===== src/rtl/afc_pkg.sv =====
package afc_pkg;
  localparam int RATE_W     = 3;
  localparam int BASE_RATIO = 128;
  localparam int MAX_RATIO  = 768;
  localparam int CNT_W      = $clog2(MAX_RATIO + 1);
  localparam int NUM_SIDES  = 2;

  typedef logic [RATE_W-1:0] rate_code_t;
  typedef logic [CNT_W-1:0]  ratio_t;

  // Odd codes are 1.5x the even code below them; each step of code[2:1] doubles.
  function automatic ratio_t code_to_ratio(input rate_code_t code);
    ratio_t base;
    if (code[2] && code[1]) begin
      code_to_ratio = ratio_t'(2 * BASE_RATIO);
    end else begin
      base = code[0] ? ratio_t'(BASE_RATIO + BASE_RATIO / 2) : ratio_t'(BASE_RATIO);
      code_to_ratio = base << code[2:1];
    end
  endfunction
endpackage


===== src/rtl/afc_rate_decode.sv =====
module afc_rate_decode
  import afc_pkg::*;
(
  input  rate_code_t code_i,
  output ratio_t     ratio_o
);
  always_comb begin
    ratio_o = code_to_ratio(code_i);
  end
endmodule


===== src/rtl/afc_bitclk_div.sv =====
module afc_bitclk_div (
  input  logic clk,
  input  logic rst_n,
  output logic bclk_o
);
  logic started_q, started_d;
  logic bclk_q, bclk_d;
  logic en;

  assign en = 1'b1;

  always_comb begin
    started_d = 1'b1;
    bclk_d    = started_q ? ~bclk_q : 1'b0;
  end

  always_ff @(posedge clk or negedge rst_n) begin
    if (!rst_n) begin
      started_q <= 1'b0;
      bclk_q    <= 1'b0;
    end else if (en) begin
      started_q <= started_d;
      bclk_q    <= bclk_d;
    end
  end

  assign bclk_o = bclk_q;
endmodule


===== src/rtl/afc_frame_div.sv =====
module afc_frame_div
  import afc_pkg::*;
(
  input  logic   clk,
  input  logic   rst_n,
  input  ratio_t ratio_i,
  output logic   fclk_o,
  output logic   start_o
);
  logic   run_q, run_d;
  ratio_t pos_q, pos_d;
  ratio_t len_q, len_d;
  logic   fclk_q, fclk_d;
  logic   start_q, start_d;
  logic   boundary;
  ratio_t half_d;
  logic   en;

  assign en = 1'b1;

  always_comb begin
    boundary = !run_q || (pos_q == len_q - ratio_t'(1));
    run_d    = 1'b1;
    len_d    = boundary ? ratio_i : len_q;
    pos_d    = boundary ? '0 : pos_q + ratio_t'(1);
    half_d   = len_d >> 1;
    fclk_d   = pos_d < half_d;
    start_d  = boundary;
  end

  always_ff @(posedge clk or negedge rst_n) begin
    if (!rst_n) begin
      run_q   <= 1'b0;
      pos_q   <= '0;
      len_q   <= ratio_t'(2 * BASE_RATIO);
      fclk_q  <= 1'b0;
      start_q <= 1'b0;
    end else if (en) begin
      run_q   <= run_d;
      pos_q   <= pos_d;
      len_q   <= len_d;
      fclk_q  <= fclk_d;
      start_q <= start_d;
    end
  end

  assign fclk_o  = fclk_q;
  assign start_o = start_q;
endmodule


===== src/rtl/audio_frame_clkgen.sv =====
module audio_frame_clkgen
  import afc_pkg::*;
(
  input  logic       mclk,
  input  logic       rst_n,
  input  logic [2:0] adc_rate_code,
  input  logic [2:0] dac_rate_code,
  output logic       bit_clk,
  output logic       adc_frame_clk,
  output logic       dac_frame_clk,
  output logic       adc_frame_start,
  output logic       dac_frame_start
);
  rate_code_t codes [NUM_SIDES];
  logic       fclks [NUM_SIDES];
  logic       starts[NUM_SIDES];

  assign codes[0] = adc_rate_code;
  assign codes[1] = dac_rate_code;

  afc_bitclk_div u_bclk (
    .clk   (mclk),
    .rst_n (rst_n),
    .bclk_o(bit_clk)
  );

  for (genvar s = 0; s < NUM_SIDES; s++) begin : g_side
    ratio_t ratio;

    afc_rate_decode u_dec (
      .code_i (codes[s]),
      .ratio_o(ratio)
    );

    afc_frame_div u_div (
      .clk    (mclk),
      .rst_n  (rst_n),
      .ratio_i(ratio),
      .fclk_o (fclks[s]),
      .start_o(starts[s])
    );
  end

  assign adc_frame_clk   = fclks[0];
  assign dac_frame_clk   = fclks[1];
  assign adc_frame_start = starts[0];
  assign dac_frame_start = starts[1];
endmodule


===== config.mk =====
export PLATFORM = sky130hd
export DESIGN_NAME = audio_frame_clkgen
export DESIGN_NICKNAME = d
export VERILOG_FILES = /design/src/rtl/afc_pkg.sv /design/src/rtl/afc_rate_decode.sv /design/src/rtl/afc_bitclk_div.sv /design/src/rtl/afc_frame_div.sv /design/src/rtl/audio_frame_clkgen.sv
export SDC_FILE = /design/constraint.sdc
export NUM_CORES = 1
export LEC_CHECK = 0
export BUFFER_PORTS_ARGS = -buffer_cell sky130_fd_sc_hd__buf_2
export CORE_MARGIN = 2
export CORE_UTILIZATION = 55
export CTS_CLUSTER_SIZE = 25
export DETAILED_ROUTE_END_ITERATION = 6
export PLACE_DENSITY_LB_ADDON = 0.05
export SYNTH_ARGS = -nofsm -noshare
export SYNTH_HDL_FRONTEND = slang
export SYNTH_HIERARCHICAL = 1
export SYNTH_SLANG_ARGS = --single-unit

===== constraint.sdc =====
create_clock -name mclk -period 3.68 [get_ports mclk]
set_input_delay 0 -clock mclk [delete_from_list [all_inputs] [get_ports mclk]]
set_output_delay 0 -clock mclk [all_outputs]
set_load 0.1 [all_outputs]

==> Implementation_results.wiki, run 1 <==
{| class="wikitable"
! Metric !! Value
|-
| Count of TritonRoute iterations in the first routing pass || 4
|-
| Sequential share of power || 43.7%
|-
| Worst setup SP type || flop
|-
| Final Max Tran Viols || 0
|-
| Global placer's final weighted congestion || 0.849
|-
| Vias per std cell || 5.45
|-
| Max clock buf depth || 2
|-
| Insertion delay to the later sink of the worst-skew pair || between 0.3 and 0.4 ns
|-
| Antenna violations before repair || 0
|-
| RSZ-0062 raised after global routing || true
|-
| Clock transition at path regs || 0.09 ns
|-
| Run status || complete, but fails checks
|-
| Area Overhead vs Synth || 23.8%
|-
| Number of register bits inferred by synthesis || 48
|-
| CP Capture Type || flop
|-
| Number of routed nets with antenna violations || 0
|-
| Clock Tree Root || sky130_fd_sc_hd__clkbuf_8
|-
| Number of instances in the placed design || between 400 and 500
|-
| Int Power || around 950 uW
|-
| Number of placement rows || 28
|-
| Switching part of the total || just under 30%
|-
| Tightest Hold Check Type || in2reg
|-
| Die area || about 6600 sq um
|-
| Hold violation count in the final report || 0
|-
| Htree depth || 2
|-
| Clock buffers created by TritonCTS || 5
|-
| Post-DP HPWL || approximately 5100 microns
|-
| Worst-case vdd ir drop || 0.225 mV
|-
| Max-capacitance violation count || 0
|-
| Vertical die dimension || 81.5 microns
|-
| Post-Synthesis Mean Instance Area || 10.5 sq um
|-
| DRC violations left || 0
|-
| Ports || 13
|-
| Via count of the first global-routing pass || 2453
|-
| Post-synth design cell area || ~3300 sq um
|-
| Initial DRC Count || roughly 200
|-
| Total vias in the final route || roughly 2500
|-
| Mapped Cells || approximately 310
|-
| Setup TNS || -0.453 ns
|-
| Fraction of final layout cells sized beyond drive strength 1 || around 36%
|-
| Clock tree from TritonCTS || done
|-
| Antenna fix cells || 0
|-
| Clock Sink Count || between 40 and 50
|-
| Fmax || roughly 260 MHz
|-
| Warning count from the yosys run || 6
|-
| Maximum fanout encountered on the critical timing path || 8
|-
| Global-route wire length before repair || about 12000 microns
|-
| Cell Count, Final, Fillers Out || between 400 and 500
|-
| Initial core utilization || between 50% and 60%
|-
| Data arrival time of the critical path || approximately 4.2 ns
|-
| Part of the Yosys area used for sequential elements || around 36%
|-
| Residual overflow from global routing || 0
|-
| Combined global-route utilization of all metal layers || a little under a quarter
|-
| Yosys cell types || between 40 and 50
|-
| Worst setup slack after layout || -0.238 ns
|-
| Largest net degree at the start of global routing || 49
|-
| Total Nets Final || 403
|-
| Core area || just under 6000 sq um
|-
| Total power per unit cell area || 332 nW/um^2
|-
| Headroom to the max-slew limit || 59.1%
|-
| Count of endpoints failing setup in the final report || 2
|-
| Switching power || 405 uW
|-
| Time the final worst path needs with I/O delays and setup || ~3.9 ns
|-
| Buffers added on ports || 12
|-
| Slew at the pin with the worst max-slew slack || 0.613 ns
|-
| Detail-routed net length per standard cell || about 16 microns
|-
| Fraction of the cycle the final worst path needs || 106%
|-
| Die width || a little over 80 microns
|-
| Post-Route Skew || roughly 0.0066 ns
|-
| Required time worst endpoint || 3.94 ns
|-
| Clock power frac || around 29%
|-
| Proportion of power drawn by combinational gates || a little over a quarter
|-
| Failing checks || setup timing
|-
| Leakage Power || between 0.0015 and 0.002 uW
|-
| Final WL || between 7000 and 8000 microns
|-
| Type of the setup path with the least slack || reg2reg
|-
| Final Hold Slack || 0.0538 ns
|}
cell usage after synthesis (all sizes together):
cell type	number	area, sq um
dfrtp	46	1150
a21oi	10	50.1
clkbuf	2	7.51
nor3	8	50.1
a221o	4	40.0
xnor2	26	228
a21o	8	62.6
nand4	2	12.5
or3	4	25.0
mux2i	20	200
a311o	2	20.0
ha	20	250
or4	4	37.5
nand2	6	22.5
nor4b	2	17.5
a41o	2	20.0
o21ai	4	20.0
xor2	8	70.1
buf	20	160
and4	2	17.5
conb	5	18.8
nand3b	2	15.0
nand3	12	60.1
o31ai	2	15.0
nand4b	2	17.5
and3	4	25.0
nand2b	4	25.0
a211oi	2	15.0
mux2	24	345
nor2b	7	51.3
inv	12	45.0
dfstp	2	52.6
a21boi	2	15.0
nor3b	4	30.0
nor2	30	113
stage by stage:
stage	worst slack [ns]	util, %	area (sq um)	power (uW)
CTS	-0.252	67.1	3930	1340
global route	-0.372	69.9	4090	1430
floorplan	-0.119	-	3370	822
detailed placement	-0.326	62.8	3670	924
global placement	-0.281	62.8	3670	919
finish	-0.238	69.9	4090	1360
path summary, 6_finish.rpt:
check / startpoint / end / slack [ns] / cells past startpoint
min in group asynchronous: rst_n / g_side[1].u_div/pos_q[2] / 0.31 / 3
max in group asynchronous: rst_n / g_side[1].u_div/pos_q[5] / 2.96 / 3
min: adc_rate_code[0] / g_side[0].u_div/len_q[8] / 0.05 / 3
max: g_side[1].u_div/len_q[4] / g_side[1].u_div/fclk_o / -0.24 / 14
max reg2reg: g_side[1].u_div/len_q[4] / g_side[1].u_div/fclk_o / -0.24 / 14
min reg2reg: u_bclk/bclk_o / u_bclk/bclk_o / 0.47 / 1
metal layers:
layer,global-route usage (%),vias up,wire length (microns),share of wire (%)
li1,-,1209,-,-
met1,35.1,1196,3600,51
met2,34.8,45,3100,44
met3,2.97,9,308,4.3
met4,6.95,0,90,1.3
met5,0,-,0,0
what timing repair did:
item,4_1_cts,5_1_grt
gates resized for setup,16,28
hold buffers,1,0
gates cloned,1,0
buffers inserted,7,1
endpoints found under the hold margin,46,0
endpoints found under the setup margin,2,2
pin swaps,18,10
flip-flops by register name, indices dropped and copies added, names as in the netlist:
| name | flops |
|---|---|
| g_side.u_div/fclk_o | 2 |
| g_side.u_div/pos_q | 20 |
| g_side.u_div/len_q | 20 |
| g_side.u_div/run_q | 2 |
| u_bclk/bclk_o | 1 |
| g_side.u_div/start_o | 2 |
| u_bclk/started_q | 1 |
layout by cell type (no fill, tap or decap), types with 3 or more instances in the layout:
master,netlist,routed
sky130_fd_sc_hd__a221o_1,4,4
sky130_fd_sc_hd__a21o_1,6,6
sky130_fd_sc_hd__or4_4,2,4
sky130_fd_sc_hd__buf_2,2,12
sky130_fd_sc_hd__nor2b_1,6,4
sky130_fd_sc_hd__mux2i_4,0,3
sky130_fd_sc_hd__a21oi_1,10,10
sky130_fd_sc_hd__conb_1,5,15
sky130_fd_sc_hd__xnor2_1,26,26
sky130_fd_sc_hd__clkbuf_8,0,5
sky130_fd_sc_hd__nor3_1,6,6
sky130_fd_sc_hd__buf_4,14,47
sky130_fd_sc_hd__ha_1,20,15
sky130_fd_sc_hd__inv_1,12,12
sky130_fd_sc_hd__mux2i_1,20,15
sky130_fd_sc_hd__mux2_2,4,4
sky130_fd_sc_hd__or3_1,4,4
sky130_fd_sc_hd__ha_4,0,3
sky130_fd_sc_hd__nand2b_1,4,4
sky130_fd_sc_hd__nor2_2,0,3
sky130_fd_sc_hd__xor2_1,8,8
sky130_fd_sc_hd__mux2_4,20,20
sky130_fd_sc_hd__and3_1,4,4
sky130_fd_sc_hd__nand3_1,12,12
sky130_fd_sc_hd__nand2_1,6,6
sky130_fd_sc_hd__dfrtp_1,46,46
sky130_fd_sc_hd__buf_6,4,5
sky130_fd_sc_hd__nor3b_2,0,3
sky130_fd_sc_hd__a41o_4,0,3
sky130_fd_sc_hd__nor2_1,30,25
critical path: stages (launching register included):
cell and delay (ns):
sky130_fd_sc_hd__dfrtp_1 0.38, sky130_fd_sc_hd__or4_4 0.56, sky130_fd_sc_hd__or4_4 0.52, sky130_fd_sc_hd__a21boi_2 0.16, sky130_fd_sc_hd__mux2i_2 0.09, sky130_fd_sc_hd__a41o_4 0.32
sky130_fd_sc_hd__buf_6 0.15, sky130_fd_sc_hd__nor2_4 0.13, sky130_fd_sc_hd__ha_4 0.21, sky130_fd_sc_hd__a21o_1 0.15, sky130_fd_sc_hd__a21o_1 0.17, sky130_fd_sc_hd__a221o_1 0.32
sky130_fd_sc_hd__a221o_1 0.36, sky130_fd_sc_hd__nor3b_2 0.20, sky130_fd_sc_hd__mux2_4 0.16
power by group through the flow:
stage	combinational, uW	clock [uW]	sequential, uW
2_1_floorplan	203	0	619
3_3_place_gp	318	0	601
3_5_place_dp	322	0	602
4_1_cts	343	407	592
5_1_grt	406	426	600
6_report	371	395	594
cell type report:
class | instances | area, sq um
multi-input combinational | 243 | 2150
tap | 75 | 93.8
clock inverter | 3 | 47.5
inverter | 12 | 45.0
sequential | 48 | 1200
timing repair buffer | 65 | 479
clock buffer | 5 | 68.8
fill | 443 | 1760
kinds of logic after synthesis:
kind of cell,Yosys count,share of synthesized area [%]
other cells,5,0.568
fa+ha+maj,20,7.57
simple gates,93,15.7
compound gates,36,7.80
mux,44,16.5
buf+inv,34,6.43
xor+xnor,34,9.01
flops,48,36.4
(Power assumes the default switching activity.)
==> run 2, diff against run 1 <==
--- a/config.mk
+++ b/config.mk
@@ -13,5 +13,4 @@
 export PLACE_DENSITY_LB_ADDON = 0.05
 export SYNTH_ARGS = -nofsm -noshare
 export SYNTH_HDL_FRONTEND = slang
-export SYNTH_HIERARCHICAL = 1
 export SYNTH_SLANG_ARGS = --single-unit
==> Implementation_results.wiki, run 2 <==
{| class="wikitable"
! Metric !! Value
|-
| Run status || complete, but fails checks (unchanged)
|-
| Failing checks || setup timing (unchanged)
|-
| Post-synth design cell area || 2810 sq um (was 3310 sq um)
|-
| Worst-case vdd ir drop || 0.196 mV (was 0.225 mV)
|-
| Hold Crit Start || adc_rate_code[1] (was adc_rate_code[0])
|-
| Crit-path leading delay family || compound AO/OA/AOI/OAI gates (unchanged)
|-
| Total power per unit cell area || 309 nW/um^2 (was 332 nW/um^2)
|-
| Type of the setup path with the least slack || reg2reg (unchanged)
|-
| Core area || 4820 sq um (was 5850 sq um)
|-
| Worst Hold Endpoint || g_side[0].u_div.len_q[8] (was g_side[0].u_div/len_q[8])
|-
| Die area || 5690 sq um (was 6650 sq um)
|-
| Vias per std cell || 5.50 (was 5.45)
|-
| Worst r2r src || g_side[0].u_div.len_q[2] (was g_side[1].u_div/len_q[4])
|-
| Antenna violations before repair || 0 (unchanged)
|-
| Total Nets Final || 361 (was 403)
|-
| Total vias in the final route || 2204 (was 2459)
|-
| Delay of the slowest cell on the worst path || 0.51 ns (was 0.56 ns)
|-
| Data arrival time of the critical path || 3.99 ns (was 4.17 ns)
|-
| Max clock buf depth || 2 (unchanged)
|-
| Headroom to the max-slew limit || 36.1% (was 59.1%)
|-
| Leakage Power || 0.00155 uW (was 0.00191 uW)
|-
| Clock Tree Root || sky130_fd_sc_hd__clkbuf_8 (unchanged)
|-
| Hold violation count in the final report || 0 (unchanged)
|-
| Final Hold Slack || 0.0713 ns (was 0.0538 ns)
|-
| Max-capacitance violation count || 0 (unchanged)
|-
| Worst setup SP type || flop (unchanged)
|-
| Min-Delay Path Depth || 3 (unchanged)
|-
| Die width || 75.4 microns (was 81.5 microns)
|-
| Yosys cell types || 51 (was 42)
|-
| Clock transition at path regs || 0.08 ns (was 0.09 ns)
|-
| Initial core utilization || 58.3% (was 56.5%)
|-
| Number of placement rows || 25 (was 28)
|-
| Post-Synthesis Mean Instance Area || 9.68 sq um (was 10.5 sq um)
|-
| Via count of the first global-routing pass || 2052 (was 2453)
|-
| Residual overflow from global routing || 0 (unchanged)
|-
| Global placer's final weighted congestion || 0.840 (was 0.849)
|-
| Most flops, register || g_side.u_div.pos_q
|-
| DRC violations left || 0 (unchanged)
|-
| Clock buffers created by TritonCTS || 5 (unchanged)
|-
| Buffers added on ports || 12 (unchanged)
|-
| Cell type with the highest aggregate area in the netlist || sky130_fd_sc_hd__dfrtp_1 (unchanged)
|-
| Primary FF master, synth || sky130_fd_sc_hd__dfrtp_1 (unchanged)
|-
| Post-Route Utilization || 68.7% (was 69.9%)
|-
| Initial DRC Count || 160 (was 198)
|-
| Count of endpoints failing setup in the final report || 1 (was 2)
|-
| Fraction of registers with async set or reset after synthesis || 100% (unchanged)
|-
| R2r worst-path depth || 15 (was 14)
|-
| Buffering stage count on the worst path with inverters included || 1 (unchanged)
|-
| Htree depth || 2 (unchanged)
|-
| Fraction of final layout cells sized beyond drive strength 1 || 25.7% (was 36.4%)
|-
| Tightest Hold Check Type || in2reg (unchanged)
|-
| Most common cell after layout, fill and taps aside || sky130_fd_sc_hd__dfrtp_1 (was sky130_fd_sc_hd__buf_4)
|-
| CP Capture Type || flop (unchanged)
|-
| Final WL || 5750 microns (was 7100 microns)
|-
| Required time worst endpoint || 3.89 ns (was 3.94 ns)
|-
| Pwr Total || 1020 uW (was 1360 uW)
|-
| R2R setup slack || -0.11 ns (was -0.24 ns)
|-
| Post-Route Skew || 0.0106 ns (was 0.00657 ns)
|-
| Post-DP HPWL || 4220 microns (was 5060 microns)
|-
| Count of TritonRoute iterations in the first routing pass || 4 (unchanged)
|-
| Share of the synthesized area in the top cell type || 37.4% (was 34.8%)
|-
| Registers with the most flip-flops || g_side.u_div.pos_q (20), g_side.u_div.len_q (18) (was g_side.u_div/len_q (20), g_side.u_div/pos_q (20))
|-
| Dpl cell area || 3070 sq um (was 3670 sq um)
|-
| Worst setup slack after layout || -0.108 ns (was -0.238 ns)
|-
| Setup TNS || -0.108 ns (was -0.453 ns)
|-
| Clock Sink Count || 44 (was 48)
|-
| Fraction of the cycle the final worst path needs || 103% (was 106%)
|-
| Most used cells in the layout excluding fill and tap cells || sky130_fd_sc_hd__dfrtp_1 (41), sky130_fd_sc_hd__nor2_1 (40), sky130_fd_sc_hd__buf_4 (29) (was sky130_fd_sc_hd__buf_4 (47), sky130_fd_sc_hd__dfrtp_1 (46), sky130_fd_sc_hd__xnor2_1 (26))
|-
| Most repeated cell in the gate-level netlist after synthesis || sky130_fd_sc_hd__dfrtp_1 (unchanged)
|-
| Clock tree from TritonCTS || done (unchanged)
|-
| Antenna fix cells || 0 (unchanged)
|-
| Insertion delay to the later sink of the worst-skew pair || 0.30 ns (was 0.31 ns)
|-
| Maximum fanout encountered on the critical timing path || 8 (unchanged)
|-
| Number of register bits inferred by synthesis || 44 (was 48)
|-
| Largest net degree at the start of global routing || 45 (was 49)
|-
| Detail-routed net length per standard cell || 14.3 microns (was 15.7 microns)
|-
| Combined global-route utilization of all metal layers || 22.6% (was 23.3%)
|-
| Slowest cell on the critical path || sky130_fd_sc_hd__or4b_4 (was sky130_fd_sc_hd__or4_4)
|-
| Chain of cells forming the critical path || inv_2, ha_4, or4b_4, nor4_4, xnor2_1, o2111ai_2, o21ai_4, mux2i_1, ha_1, nand2_2, nor2_2, a221oi_2, o21ai_1, a221o_1, nor4_2 (was or4_4, or4_4, a21boi_2, mux2i_2, a41o_4, buf_6, nor2_4, ha_4, a21o_1, a21o_1, a221o_1, a221o_1, nor3b_2, mux2_4)
|-
| Commonest cells in the netlist || sky130_fd_sc_hd__dfrtp_1 (42), sky130_fd_sc_hd__nor2_1 (41), sky130_fd_sc_hd__ha_1 (20) (was sky130_fd_sc_hd__dfrtp_1 (46), sky130_fd_sc_hd__nor2_1 (30), sky130_fd_sc_hd__xnor2_1 (26))
|-
| Number of routed nets with antenna violations || 0 (unchanged)
|-
| Slew at the pin with the worst max-slew slack || 0.958 ns (was 0.613 ns)
|-
| Part of the Yosys area used for sequential elements || 39.3% (was 36.4%)
|-
| Warning count from the yosys run || 0 (was 6)
|-
| Worst reg2reg endpoint || g_side[0].u_div.fclk_o (was g_side[1].u_div/fclk_o)
|-
| Syn Nets || approximately 320
|-
| RSZ-0062 raised after global routing || true (unchanged)
|-
| Final Max Tran Viols || 0 (unchanged)
|-
| Ports || 13 (unchanged)
|-
| Finished Cell Area || 3310 sq um (was 4090 sq um)
|-
| Main area contributors after synthesis || sky130_fd_sc_hd__dfrtp_1 (37%), sky130_fd_sc_hd__ha_1 (8.9%), sky130_fd_sc_hd__xnor2_1 (5.6%), sky130_fd_sc_hd__xor2_1 (5.6%), sky130_fd_sc_hd__nor2_1 (5.5%) (was sky130_fd_sc_hd__dfrtp_1 (35%), sky130_fd_sc_hd__mux2_4 (9.1%), sky130_fd_sc_hd__ha_1 (7.6%), sky130_fd_sc_hd__xnor2_1 (6.9%), sky130_fd_sc_hd__mux2i_1 (6.1%))
|-
| Mapped Cells || 290 (was 314)
|-
| Count of flip-flops with a built-in enable after synthesis || 0 (unchanged)
|-
| Area Overhead vs Synth || 18.0% (was 23.8%)
|-
| Vertical die dimension || 75.4 microns (was 81.5 microns)
|-
| Time the final worst path needs with I/O delays and setup || 3.79 ns (was 3.92 ns)
|-
| Global-route wire length before repair || 9810 microns (was 11700 microns)
|-
| Number of flip-flops under the largest register name || 20
|-
| Fmax || 264 MHz (was 255 MHz)
|}
run 2: cell count changes in the layout (fill, tap and decap cells not counted), moves of 7 or more:
cell / previous run / this run
sky130_fd_sc_hd__xor2_1: 8 / 18
sky130_fd_sc_hd__or2_2: 0 / 8
sky130_fd_sc_hd__mux2i_1: 15 / 8
sky130_fd_sc_hd__buf_4: 47 / 29
sky130_fd_sc_hd__conb_1: 15 / 1
sky130_fd_sc_hd__mux2_4: 20 / 0
sky130_fd_sc_hd__xnor2_1: 26 / 18
sky130_fd_sc_hd__nor2_1: 25 / 40
run 2: worst max path at each step:
stage                             start                     end  slack (ns)  cells after the start
2_1_floorplan  g_side[0].u_div.len_q[1]  g_side[0].u_div.fclk_o       0.009                     16
3_3_place_gp   g_side[0].u_div.len_q[3]  g_side[0].u_div.fclk_o        0.04                     13
3_5_place_dp   g_side[0].u_div.len_q[2]  g_side[0].u_div.fclk_o       -0.09                     15
4_1_cts        g_side[0].u_div.len_q[1]  g_side[0].u_div.fclk_o       -0.05                     13
5_1_grt        g_side[0].u_div.len_q[2]  g_side[0].u_div.fclk_o       -0.22                     15
6_report       g_side[0].u_div.len_q[2]  g_side[0].u_div.fclk_o       -0.11                     15
run 2: routing by layer:
layer  vias up  part of all wire [%]  track usage, %
met5         -                     0               0
met4         0                   1.3            6.43
met3         8                   2.5            4.50
met2        29                    42            31.5
met1      1064                    54            35.5
li1       1103                     -               -
run 2: report_power, final:
group | total, uW | internal [uW] | switching [uW] | leakage (uW)
logic | 189 | 73.1 | 116 | 0.000936
clock network | 306 | 133 | 173 | 0.0000412
registers | 527 | 504 | 23.3 | 0.000578
run 2: layout make-up:
type | instances | area, sq um
timing repair buffer | 44 | 310
sequential | 44 | 1100
multi-input combinational | 223 | 1670
inverter | 15 | 56.3
clock buffer | 6 | 72.6
clock inverter | 2 | 12.5
tap | 67 | 83.8
fill | 413 | 1510
run 2: kinds of logic (layout without fill, tap and decap cells):
logic type                 after synthesis  count (layout)  synth area share [%]
adders and majority gates               20              20                  8.92
DFF                                     44              44                  39.3
and+or+nand+nor                        113             113                  20.7
xor gates and xnor gates                36              36                  11.2
buffers and inverters                   23              67                  3.61
other                                    1               1                 0.134
AOI/OAI and AO/OA                       37              37                  10.0
muxes                                   16              16                  6.06
run 2: through the flow:
stage          setup WS, ns  instances
4_1_cts             -0.0549        393
3_3_place_gp         0.0402        380
6_report             -0.108        401
5_1_grt              -0.218        401
2_1_floorplan       0.00904        290
3_5_place_dp        -0.0870        380
run 2: repair_timing:
| item | 4_1_cts | 5_1_grt |
|---|---|---|
| buffers inserted | 4 | 8 |
| gates resized for setup | 7 | 8 |
| cloned | 0 | 0 |
| endpoints found under the hold margin | 42 | 0 |
| hold buffers | 1 | 0 |
| endpoints found under the setup margin | 1 | 2 |
| pin swaps | 10 | 12 |
run 2: worst register-to-register path: stages, from the launching register on:
cell,delay [ns]
sky130_fd_sc_hd__dfrtp_1,0.41
sky130_fd_sc_hd__inv_2,0.08
sky130_fd_sc_hd__ha_4,0.12
sky130_fd_sc_hd__or4b_4,0.51
sky130_fd_sc_hd__nor4_4,0.31
sky130_fd_sc_hd__xnor2_1,0.18
sky130_fd_sc_hd__o2111ai_2,0.19
sky130_fd_sc_hd__o21ai_4,0.29
sky130_fd_sc_hd__mux2i_1,0.25
sky130_fd_sc_hd__ha_1,0.30
sky130_fd_sc_hd__nand2_2,0.11
sky130_fd_sc_hd__nor2_2,0.06
sky130_fd_sc_hd__a221oi_2,0.23
sky130_fd_sc_hd__o21ai_1,0.13
sky130_fd_sc_hd__a221o_1,0.38
sky130_fd_sc_hd__nor4_2,0.14
==> run 3, diff against run 2 <==
--- a/config.mk
+++ b/config.mk
@@ -6,10 +6,12 @@
 export NUM_CORES = 1
 export LEC_CHECK = 0
 export BUFFER_PORTS_ARGS = -buffer_cell sky130_fd_sc_hd__buf_2
+export CAP_MARGIN = 20
 export CORE_MARGIN = 2
 export CORE_UTILIZATION = 55
 export CTS_CLUSTER_SIZE = 25
 export DETAILED_ROUTE_END_ITERATION = 6
+export HOLD_SLACK_MARGIN = 0.1
 export PLACE_DENSITY_LB_ADDON = 0.05
 export SYNTH_ARGS = -nofsm -noshare
 export SYNTH_HDL_FRONTEND = slang
==> Implementation_results.wiki, run 3 (same netlist as run 2, synthesis figures left out) <==
{| class="wikitable"
! Metric !! Value
|-
| Number of flip-flops under the largest register name || 20 (unchanged)
|-
| Final WL || 5840 microns (was 5750 microns)
|-
| Fmax || 264 MHz (about the same)
|-
| Maximum fanout encountered on the critical timing path || 8 (unchanged)
|-
| Slowest cell on the critical path || sky130_fd_sc_hd__or4b_4 (unchanged)
|-
| Ports || 13 (unchanged)
|-
| Setup TNS || -0.109 ns (was -0.108 ns)
|-
| Chain of cells forming the critical path || inv_2, ha_4, or4b_4, nor4_4, xnor2_1, o2111ai_2, o21ai_4, mux2i_1, ha_1, nand2_2, nor2_2, a221oi_2, o21ai_1, a221o_1, nor4_2 (unchanged)
|-
| Die width || 75.4 microns (unchanged)
|-
| Max clock buf depth || 2 (unchanged)
|-
| Post-Route Skew || 0.0106 ns (about the same)
|-
| Antenna fix cells || 0 (unchanged)
|-
| Time the final worst path needs with I/O delays and setup || 3.79 ns (about the same)
|-
| Via count of the first global-routing pass || 2076 (was 2052)
|-
| Global-route wire length before repair || 9850 microns (was 9810 microns)
|-
| Die area || 5690 sq um (unchanged)
|-
| Run status || complete, but fails checks (unchanged)
|-
| Fraction of final layout cells sized beyond drive strength 1 || 25.6% (was 25.7%)
|-
| Clock Tree Root || sky130_fd_sc_hd__clkbuf_8 (unchanged)
|-
| Hold violation count in the final report || 0 (unchanged)
|-
| Type of the setup path with the least slack || reg2reg (unchanged)
|-
| Clock buffers created by TritonCTS || 5 (unchanged)
|-
| Combined global-route utilization of all metal layers || 22.7% (was 22.6%)
|-
| Final Hold Slack || 0.141 ns (was 0.0713 ns)
|-
| Count of TritonRoute iterations in the first routing pass || 4 (unchanged)
|-
| Clock transition at path regs || 0.09 ns (was 0.08 ns)
|-
| Antenna violations before repair || 0 (unchanged)
|-
| Area Overhead vs Synth || 20.5% (was 18.0%)
|-
| Total vias in the final route || 2217 (was 2204)
|-
| Worst setup slack after layout || -0.109 ns (was -0.108 ns)
|-
| Slew at the pin with the worst max-slew slack || 0.629 ns (was 0.958 ns)
|-
| Vertical die dimension || 75.4 microns (unchanged)
|-
| Htree depth || 2 (unchanged)
|-
| Dpl cell area || 3070 sq um (unchanged)
|-
| Number of placement rows || 25 (unchanged)
|-
| Insertion delay to the later sink of the worst-skew pair || 0.30 ns (about the same)
|-
| Most used cells in the layout excluding fill and tap cells || sky130_fd_sc_hd__dfrtp_1 (41), sky130_fd_sc_hd__nor2_1 (40), sky130_fd_sc_hd__buf_4 (29) (unchanged)
|-
| Residual overflow from global routing || 0 (unchanged)
|-
| CP Capture Type || flop (unchanged)
|-
| RSZ-0062 raised after global routing || true (unchanged)
|-
| Headroom to the max-slew limit || 58.0% (was 36.1%)
|-
| Count of endpoints failing setup in the final report || 1 (unchanged)
|-
| Largest net degree at the start of global routing || 45 (unchanged)
|-
| Tightest Hold Check Type || in2reg (unchanged)
|-
| Delay of the slowest cell on the worst path || 0.51 ns (about the same)
|-
| Pwr Total || 1030 uW (was 1020 uW)
|-
| Worst-case vdd ir drop || 0.196 mV (about the same)
|-
| Failing checks || setup timing (unchanged)
|-
| Initial DRC Count || 136 (was 160)
|-
| Initial core utilization || 58.3% (unchanged)
|-
| Required time worst endpoint || 3.88 ns (was 3.89 ns)
|-
| Data arrival time of the critical path || 3.99 ns (about the same)
|-
| Core area || 4820 sq um (unchanged)
|-
| Max-capacitance violation count || 0 (unchanged)
|-
| Post-DP HPWL || 4220 microns (unchanged)
|-
| Clock Sink Count || 44 (unchanged)
|-
| Detail-routed net length per standard cell || 14.3 microns (about the same)
|-
| Registers with the most flip-flops || g_side.u_div.pos_q (20), g_side.u_div.len_q (18) (unchanged)
|-
| Total power per unit cell area || 305 nW/um^2 (was 309 nW/um^2)
|-
| DRC violations left || 0 (unchanged)
|-
| Number of routed nets with antenna violations || 0 (unchanged)
|-
| Global placer's final weighted congestion || 0.840 (unchanged)
|-
| Buffers added on ports || 12 (unchanged)
|-
| Leakage Power || 0.00158 uW (was 0.00155 uW)
|-
| Vias per std cell || 5.45 (was 5.50)
|-
| Total Nets Final || 367 (was 361)
|-
| Most common cell after layout, fill and taps aside || sky130_fd_sc_hd__dfrtp_1 (unchanged)
|-
| Clock tree from TritonCTS || done (unchanged)
|-
| Fraction of the cycle the final worst path needs || 103% (about the same)
|-
| Finished Cell Area || 3380 sq um (was 3310 sq um)
|-
| Final Max Tran Viols || 0 (unchanged)
|-
| Most flops, register || g_side.u_div.pos_q (unchanged)
|-
| Worst setup SP type || flop (unchanged)
|}
-- run 3: final timing paths --
check | from | cells past startpoint | end | slack [ns]
max in group asynchronous | rst_n | 4 | g_side[0].u_div.len_q[8] | 2.62
min reg2reg | u_bclk.bclk_o | 1 | u_bclk.bclk_o | 0.42
min | dac_rate_code[1] | 3 | g_side[1].u_div.len_q[9] | 0.14
max | g_side[0].u_div.len_q[2] | 15 | g_side[0].u_div.fclk_o | -0.11
max reg2reg | g_side[0].u_div.len_q[2] | 15 | g_side[0].u_div.fclk_o | -0.11
min in group asynchronous | rst_n | 3 | g_side[0].u_div.len_q[2] | 0.58
-- run 3: layer usage --
| metal | global-route usage, % | vias to the layer above | part of all wire (%) |
|---|---|---|---|
| li1 | - | 1115 | - |
| met1 | 35.4 | 1067 | 54 |
| met2 | 31.9 | 27 | 42 |
| met3 | 4.50 | 8 | 2.4 |
| met4 | 6.43 | 0 | 1.3 |
| met5 | 0 | - | 0 |
-- run 3: final cells by class --
class,instances,area (sq um)
clock buffer,6,72.6
clock inverter,2,12.5
fill,406,1440
inverter,15,56.3
multi-input combinational,223,1670
sequential,44,1100
tap,67,83.8
timing repair buffer,50,380
-- run 3: power by group --
part | total, uW | switching (uW) | internal [uW]
clock network | 307 | 174 | 133
registers | 527 | 23.3 | 504
logic | 196 | 117 | 79.1
-- run 3: timing repair --
action                                 CTS  global route
gates cloned                             0             0
pin swaps                               10            12
hold buffers                             5             1
endpoints found under the hold margin   44             3
resized for setup                        7             8
setup buffers                            4             8
setup endpoints to repair                1             2
-- run 3: worst max-delay path: cells and delay by family (launching register included) --
family | cells | cell delay [ns]
AOI/OAI and AO/OA | 5 | 1.22
xor gates and xnor gates | 1 | 0.18
adders and majority gates | 2 | 0.42
buffers and inverters | 1 | 0.08
DFF | 1 | 0.41
muxes | 1 | 0.25
and+or+nand+nor | 5 | 1.12
-- run 3: stage by stage --
| stage | std cells | setup WS [ns] | utilization [%] |
|---|---|---|---|
| CTS | 397 | -0.0549 | 67.7 |
| floorplan | 290 | 0.00904 | - |
| finish | 407 | -0.109 | 70.2 |
| global placement | 380 | 0.0402 | 63.7 |
| global route | 407 | -0.218 | 70.2 |
| detailed placement | 380 | -0.0870 | 63.7 |
